### src/rtl/rsb_pkg.sv
`timescale 1ns/1ps
package rsb_pkg;

    typedef enum logic [3:0] {
        K_RLC  = 4'd0,
        K_RRC  = 4'd1,
        K_RL   = 4'd2,
        K_RR   = 4'd3,
        K_SLA  = 4'd4,
        K_SRA  = 4'd5,
        K_SRL  = 4'd6,
        K_SWAP = 4'd7,
        K_BIT  = 4'd8,
        K_SET  = 4'd9,
        K_RES  = 4'd10,
        K_R11  = 4'd11,
        K_R12  = 4'd12,
        K_R13  = 4'd13,
        K_R14  = 4'd14,
        K_R15  = 4'd15
    } rsb_kind_e;

    typedef enum logic [1:0] {
        M_REG = 2'd0,
        M_MEM = 2'd1,
        M_ACC = 2'd2,
        M_ALT = 2'd3
    } rsb_mode_e;

    typedef enum logic {
        PH_IDLE  = 1'b0,
        PH_FETCH = 1'b1
    } rsb_phase_e;

    localparam int FLG_Z = 3;
    localparam int FLG_N = 2;
    localparam int FLG_H = 1;
    localparam int FLG_C = 0;

endpackage

### src/rtl/rsb_shifter.sv
`timescale 1ns/1ps
module rsb_shifter
    import rsb_pkg::*;
#(
    parameter int DW = 8
) (
    input  rsb_kind_e         kind,
    input  logic              acc_form,
    input  logic              cin,
    input  logic [DW-1:0]     x,
    output logic [DW-1:0]     res,
    output logic [3:0]        flg
);
    localparam int HALF = DW / 2;

    logic cout;
    logic is_rot;
    logic zf;

    always_comb begin
        res  = x;
        cout = 1'b0;
        case (kind)
            K_RLC:  begin res = {x[DW-2:0], x[DW-1]};  cout = x[DW-1]; end
            K_RRC:  begin res = {x[0], x[DW-1:1]};     cout = x[0];    end
            K_RL:   begin res = {x[DW-2:0], cin};      cout = x[DW-1]; end
            K_RR:   begin res = {cin, x[DW-1:1]};      cout = x[0];    end
            K_SLA:  begin res = {x[DW-2:0], 1'b0};     cout = x[DW-1]; end
            K_SRA:  begin res = {x[DW-1], x[DW-1:1]};  cout = x[0];    end
            K_SRL:  begin res = {1'b0, x[DW-1:1]};     cout = x[0];    end
            K_SWAP: begin res = {x[HALF-1:0], x[DW-1:HALF]}; cout = 1'b0; end
            default: begin res = x; cout = 1'b0; end
        endcase
    end

    assign is_rot = (kind == K_RLC) || (kind == K_RRC) || (kind == K_RL) || (kind == K_RR);
    assign zf     = ~|res & ~(acc_form & is_rot);

    always_comb begin
        flg        = 4'b0000;
        flg[FLG_Z] = zf;
        flg[FLG_C] = cout;
    end

endmodule

### src/rtl/rsb_bitfield.sv
`timescale 1ns/1ps
module rsb_bitfield
    import rsb_pkg::*;
#(
    parameter int DW = 8,
    localparam int BW = $clog2(DW)
) (
    input  rsb_kind_e         kind,
    input  logic [BW-1:0]     idx,
    input  logic [DW-1:0]     x,
    input  logic [3:0]        fin,
    output logic [DW-1:0]     res,
    output logic [3:0]        flg
);
    logic [DW-1:0] mask;

    for (genvar i = 0; i < DW; i++) begin : g_mask
        assign mask[i] = (idx == BW'(i));
    end

    always_comb begin
        res = x;
        flg = fin;
        case (kind)
            K_BIT: begin
                res        = x;
                flg[FLG_Z] = ~|(x & mask);
                flg[FLG_N] = 1'b0;
                flg[FLG_H] = 1'b1;
                flg[FLG_C] = fin[FLG_C];
            end
            K_SET: res = x | mask;
            K_RES: res = x & ~mask;
            default: begin
                res = x;
                flg = fin;
            end
        endcase
    end

endmodule

### src/rtl/rsb_unit.sv
`timescale 1ns/1ps
module rsb_unit
    import rsb_pkg::*;
#(
    parameter int DW = 8,
    localparam int BW = $clog2(DW)
) (
    input  logic              clk,
    input  logic              rst_n,
    input  logic              op_valid,
    input  logic [3:0]        op_kind,
    input  logic [1:0]        op_mode,
    input  logic [BW-1:0]     op_bit,
    input  logic [DW-1:0]     op_data,
    input  logic [3:0]        flags_in,
    input  logic [DW-1:0]     mem_rdata,
    output logic              busy,
    output logic              done,
    output logic [DW-1:0]     result,
    output logic [3:0]        flags_out,
    output logic              mem_we
);

    typedef struct packed {
        rsb_phase_e     ph;
        rsb_kind_e      kind;
        logic [BW-1:0]  bidx;
        logic [3:0]     fin;
        logic [DW-1:0]  res;
        logic [3:0]     flg;
        logic           done;
        logic           we;
    } st_t;

    st_t st_d, st_q;

    rsb_kind_e      c_kind;
    logic [BW-1:0]  c_bit;
    logic [DW-1:0]  c_x;
    logic [3:0]     c_fin;
    logic           c_acc;
    logic [DW-1:0]  sh_res, bf_res, c_res;
    logic [3:0]     sh_flg, bf_flg, c_flg;

    always_comb begin
        if (st_q.ph == PH_FETCH) begin
            c_kind = st_q.kind;
            c_bit  = st_q.bidx;
            c_x    = mem_rdata;
            c_fin  = st_q.fin;
            c_acc  = 1'b0;
        end else begin
            c_kind = rsb_kind_e'(op_kind);
            c_bit  = op_bit;
            c_x    = op_data;
            c_fin  = flags_in;
            c_acc  = (rsb_mode_e'(op_mode) == M_ACC);
        end
    end

    rsb_shifter #(.DW(DW)) u_shift (
        .kind     (c_kind),
        .acc_form (c_acc),
        .cin      (c_fin[FLG_C]),
        .x        (c_x),
        .res      (sh_res),
        .flg      (sh_flg)
    );

    rsb_bitfield #(.DW(DW)) u_bits (
        .kind (c_kind),
        .idx  (c_bit),
        .x    (c_x),
        .fin  (c_fin),
        .res  (bf_res),
        .flg  (bf_flg)
    );

    assign c_res = (c_kind < K_BIT) ? sh_res : bf_res;
    assign c_flg = (c_kind < K_BIT) ? sh_flg : bf_flg;

    always_comb begin
        st_d      = st_q;
        st_d.done = 1'b0;
        st_d.we   = 1'b0;
        case (st_q.ph)
            PH_FETCH: begin
                st_d.res  = c_res;
                st_d.flg  = c_flg;
                st_d.done = 1'b1;
                st_d.we   = (st_q.kind != K_BIT);
                st_d.ph   = PH_IDLE;
            end
            default: begin
                if (op_valid) begin
                    if (rsb_mode_e'(op_mode) == M_MEM) begin
                        st_d.ph   = PH_FETCH;
                        st_d.kind = rsb_kind_e'(op_kind);
                        st_d.bidx = op_bit;
                        st_d.fin  = flags_in;
                    end else begin
                        st_d.res  = c_res;
                        st_d.flg  = c_flg;
                        st_d.done = 1'b1;
                    end
                end
            end
        endcase
    end

    always_ff @(posedge clk or negedge rst_n) begin
        if (!rst_n) begin
            st_q <= '{ph: PH_IDLE, kind: K_RLC, default: '0};
        end else begin
            st_q <= st_d;
        end
    end

    assign busy      = (st_q.ph == PH_FETCH);
    assign done      = st_q.done;
    assign result    = st_q.res;
    assign flags_out = st_q.flg;
    assign mem_we    = st_q.we;

endmodule

### config.mk
export PLATFORM = sky130hd
export DESIGN_NAME = rsb_unit
export DESIGN_NICKNAME = d
export VERILOG_FILES = /design/src/rtl/rsb_pkg.sv /design/src/rtl/rsb_shifter.sv /design/src/rtl/rsb_bitfield.sv /design/src/rtl/rsb_unit.sv
export SDC_FILE = /design/constraint.sdc
export NUM_CORES = 1
export LEC_CHECK = 0
export BUFFER_PORTS_ARGS = -buffer_cell sky130_fd_sc_hd__buf_2
export CAP_MARGIN = 20
export CORE_MARGIN = 5
export CORE_UTILIZATION = 35
export CTS_CLUSTER_DIAMETER = 40
export DETAILED_ROUTE_END_ITERATION = 8
export HOLD_SLACK_MARGIN = 0.02
export PLACE_DENSITY = 0.58
export SYNTH_ARGS = -nofsm -noshare
export SYNTH_HDL_FRONTEND = slang
export SYNTH_SLANG_ARGS = --single-unit
export TNS_END_PERCENT = 1
### constraint.sdc
create_clock -name clk -period 2 [get_ports clk]
set_input_delay 0.3 -clock clk [delete_from_list [all_inputs] [get_ports clk]]
set_output_delay 0.3 -clock clk [all_outputs]
set_load 0.005 [all_outputs]
==> reports/qor.yml <==
yosys:
  ys.flop_type: "dfrtp_1"
  synth_fp_nets: 254
  syn_area_per_cell_um2: 9.824
  yosysUniqueCellTypes: 58
  synth_xor_area_share_pct: 0
  muxShareOfSynthArea_pct: 19.45
  synth_compound_area_share_pct: 26.97
  syn_area_um2: 2181
  synth-simple-area-share_pct: 15.09
  synth-async-reset-ratio_pct: 100.0
  synth-edff-count: 0
  synth-seq-cells: 26
  synth_seq_area_share_pct: 29.83
  synthAdderAreaFrac_pct: 0
  synthCells: 222
  synth_top_family_by_area: "compound AO/OA/AOI/OAI gates"
  yosys_warnings: 0
min_path:
  min-delay-path-class: "in2async"
setup_path:
  worst-setup-path-type: "reg2reg"
  cp-end-kind: "register"
  worstPathRequired_ns: 2.19
  arrival_ns: 2.30
  path_max_fanout: 6
  cp-start-kind: "register"
global_routing:
  grt_max_degree: 27
  groute.usage.overall_pct: 16.73
  grt_pass1_vias: 2122
  grt_overflow: 0
  grt_pass1_wl_mm: 10.14
  grt_antenna_before_repair: 0
run:
  maxCapViolations: 0
route:
  detail_route.first_pass.iterations: 5
  ant_nets: 0
  drt_wl_total_mm: 6.456
  vias_per_cell: 5.620
  drt_iter0_drc: 168
  drc: 0
  vias: 2147
  routedWlPerCell_um: 16.90
power:
  max-vdd-ir-drop_uv: 329.1
  p_leak_nw: 1.314
  seq_power_share_pct: 37.0
  p_int_mw: 1.248
  pwr_density_cell_nw_per_um2: 619.2
  comb_power_share_pct: 38.8
  power_switching_share_pct: 32.17
  clockPowerShare_pct: 24.2
  power.switching_mw: 0.5920
timing:
  period_share_pct: 105.5
  setup_viol: 9
  fin_crit_ns: 2.111
  finalWorstSetupSlack_ns: -0.1107
  hold_viol: 0
  relSlewSlack_pct: 60.11
  worst_slew_pin_slew_ns: 0.5983
  hold_ws_ns: 0.01789
  drv_slew: 0
  skew_ns: 0.003749
  timing.setup.tns_ns: -0.5797
  max_freq_mhz: 473.8
  rsz0062_at_grt: "yes"
clock_network:
  htreeDepth: 1
  clk_path_buf_depth: 2
  clk_pin_slew_ns: 0.09
  clkSinkCount: 26
  worstSkewPairLatency_ns: 0.28
  cts_buffers: 3
  cts_root_buf: "clkbuf_8"
  cts_tree: "yes"
cells_and_area:
  final_core_util_pct: 49.60
  synthToLayoutAreaGrowth_pct: 36.26
  nNetsFinal: 340
  mostFrequentLayoutCell: "buf_4"
  num-fill-cells: 558
  regArea_um2: 651.9
  mostFrequentLayoutCells: "52 x buf_4, 46 x buf_2, 25 x dfrtp_1"
  multi_input_area_um2: 1465
  design_area_um2: 2972
  drive_gt1_share_pct: 52.44
  n_antenna_cell: 0
floorplanning:
  core_um2: 5991
  die_h_um: 88.94
  ios: 47
  rows: 28
  start_util_pct: 36.40
  die_area_um2: 7909
  fp.dieW_um: 88.94
place:
  io_buffers: 46
  dpl-instance-area_um2: 2776
  hpwl_mm: 5.223
  pre_cts_ws_ns: -0.1405
  place.gp.congestion: 0.9017
status:
  violations: "negative setup slack"
  outcome: "finished, violations left"
-- cell families after synthesis --
group,Yosys count
compound gates,74
mux,37
flops,26
simple gates,60
buf+inv,25
-- worst max-delay path, stage by stage, from the launching register on --
cell	delay, ns
dfrtp_2	0.46
buf_4	0.16
mux2i_4	0.31
mux2_4	0.34
a211o_1	0.31
a221oi_2	0.28
o31ai_2	0.09
o31ai_1	0.07
-- synth_stat cells, drive strengths merged (3+ instances only) --
library cell	n	area, um^2
o21ai	11	55.05
a21o	8	60.06
inv	4	15.01
nor4	4	31.28
dfrtp	26	650.6
nand3	6	30.03
o21a	3	22.52
mux2i	13	146.4
a22o	3	26.28
a21oi	10	50.05
o22ai	3	38.79
and3b	3	26.28
nor3b	4	41.29
clkbuf	3	11.26
nor2	13	48.80
mux2	24	277.8
a211oi	11	87.58
nor3	7	35.03
o31ai	4	43.79
nand2	13	48.80
buf	18	162.7
a221oi	5	62.56
-- metal layers --
layer	GRT usage, %	routed length (um)	vias up
li1	-	-	1021
met3	3.134	447	11
met4	5.413	112	0
met2	26.32	2920	90
met1	23.25	2975	1025
met5	0	0	-
-- repair_timing --
action / CTS / global route
endpoints found under the setup margin: 9 / 11
pin swaps: 2 / 3
gates resized for setup: 15 / 9
hold buffers: 0 / 0
setup buffers: 0 / 1
gates cloned: 0 / 0
-- path summary, 6_finish.rpt --
path / from / to / slack (ns) / depth (start not counted)
min: rst_n / st_q[18] / 0.02 / 1
min reg2reg: result[7] / result[7] / 0.48 / 1
max in group asynchronous: rst_n / busy / 1.56 / 1
min in group clk: flags_in[2] / st_q[16] / 0.26 / 2
max reg2reg: busy / flags_out[3] / -0.11 / 7
max: busy / flags_out[3] / -0.11 / 7
-- state kept, by name, summed over array words and instances, names as in the netlist --
register / cells
mem_we: 1
busy: 1
flags_out: 4
st_q: 11
result: 8
done: 1
-- area by class of cell --
| class | count | share of cell area (%) |
|---|---|---|
| Tap cell | 75 | 3.158 |
| Sequential cell | 26 | 21.94 |
| Inverter | 4 | 0.5053 |
| Timing Repair Buffer | 102 | 22.69 |
| Multi-Input combinational cell | 171 | 49.31 |
| Clock buffer | 3 | 1.389 |
| Clock inverter | 1 | 1.011 |
-- stage by stage --
step                      total power [mW]  instances
after floorplan                      1.100        222
after global placement               1.355        377
after detailed placement             1.360        377
after CTS                            1.844        381
after global routing                 1.948        382
final                                1.840        382
-- power groups by stage --
stage                     Clock [mW]  Sequential (mW)  Combinational [mW]
after floorplan                    0            0.682               0.418
after global placement             0            0.689               0.667
after detailed placement           0            0.691               0.669
after CTS                      0.461            0.682               0.701
after global routing           0.482            0.695               0.770
final                          0.446            0.681               0.713
No activity file was read; power rests on OpenSTA's default activity.
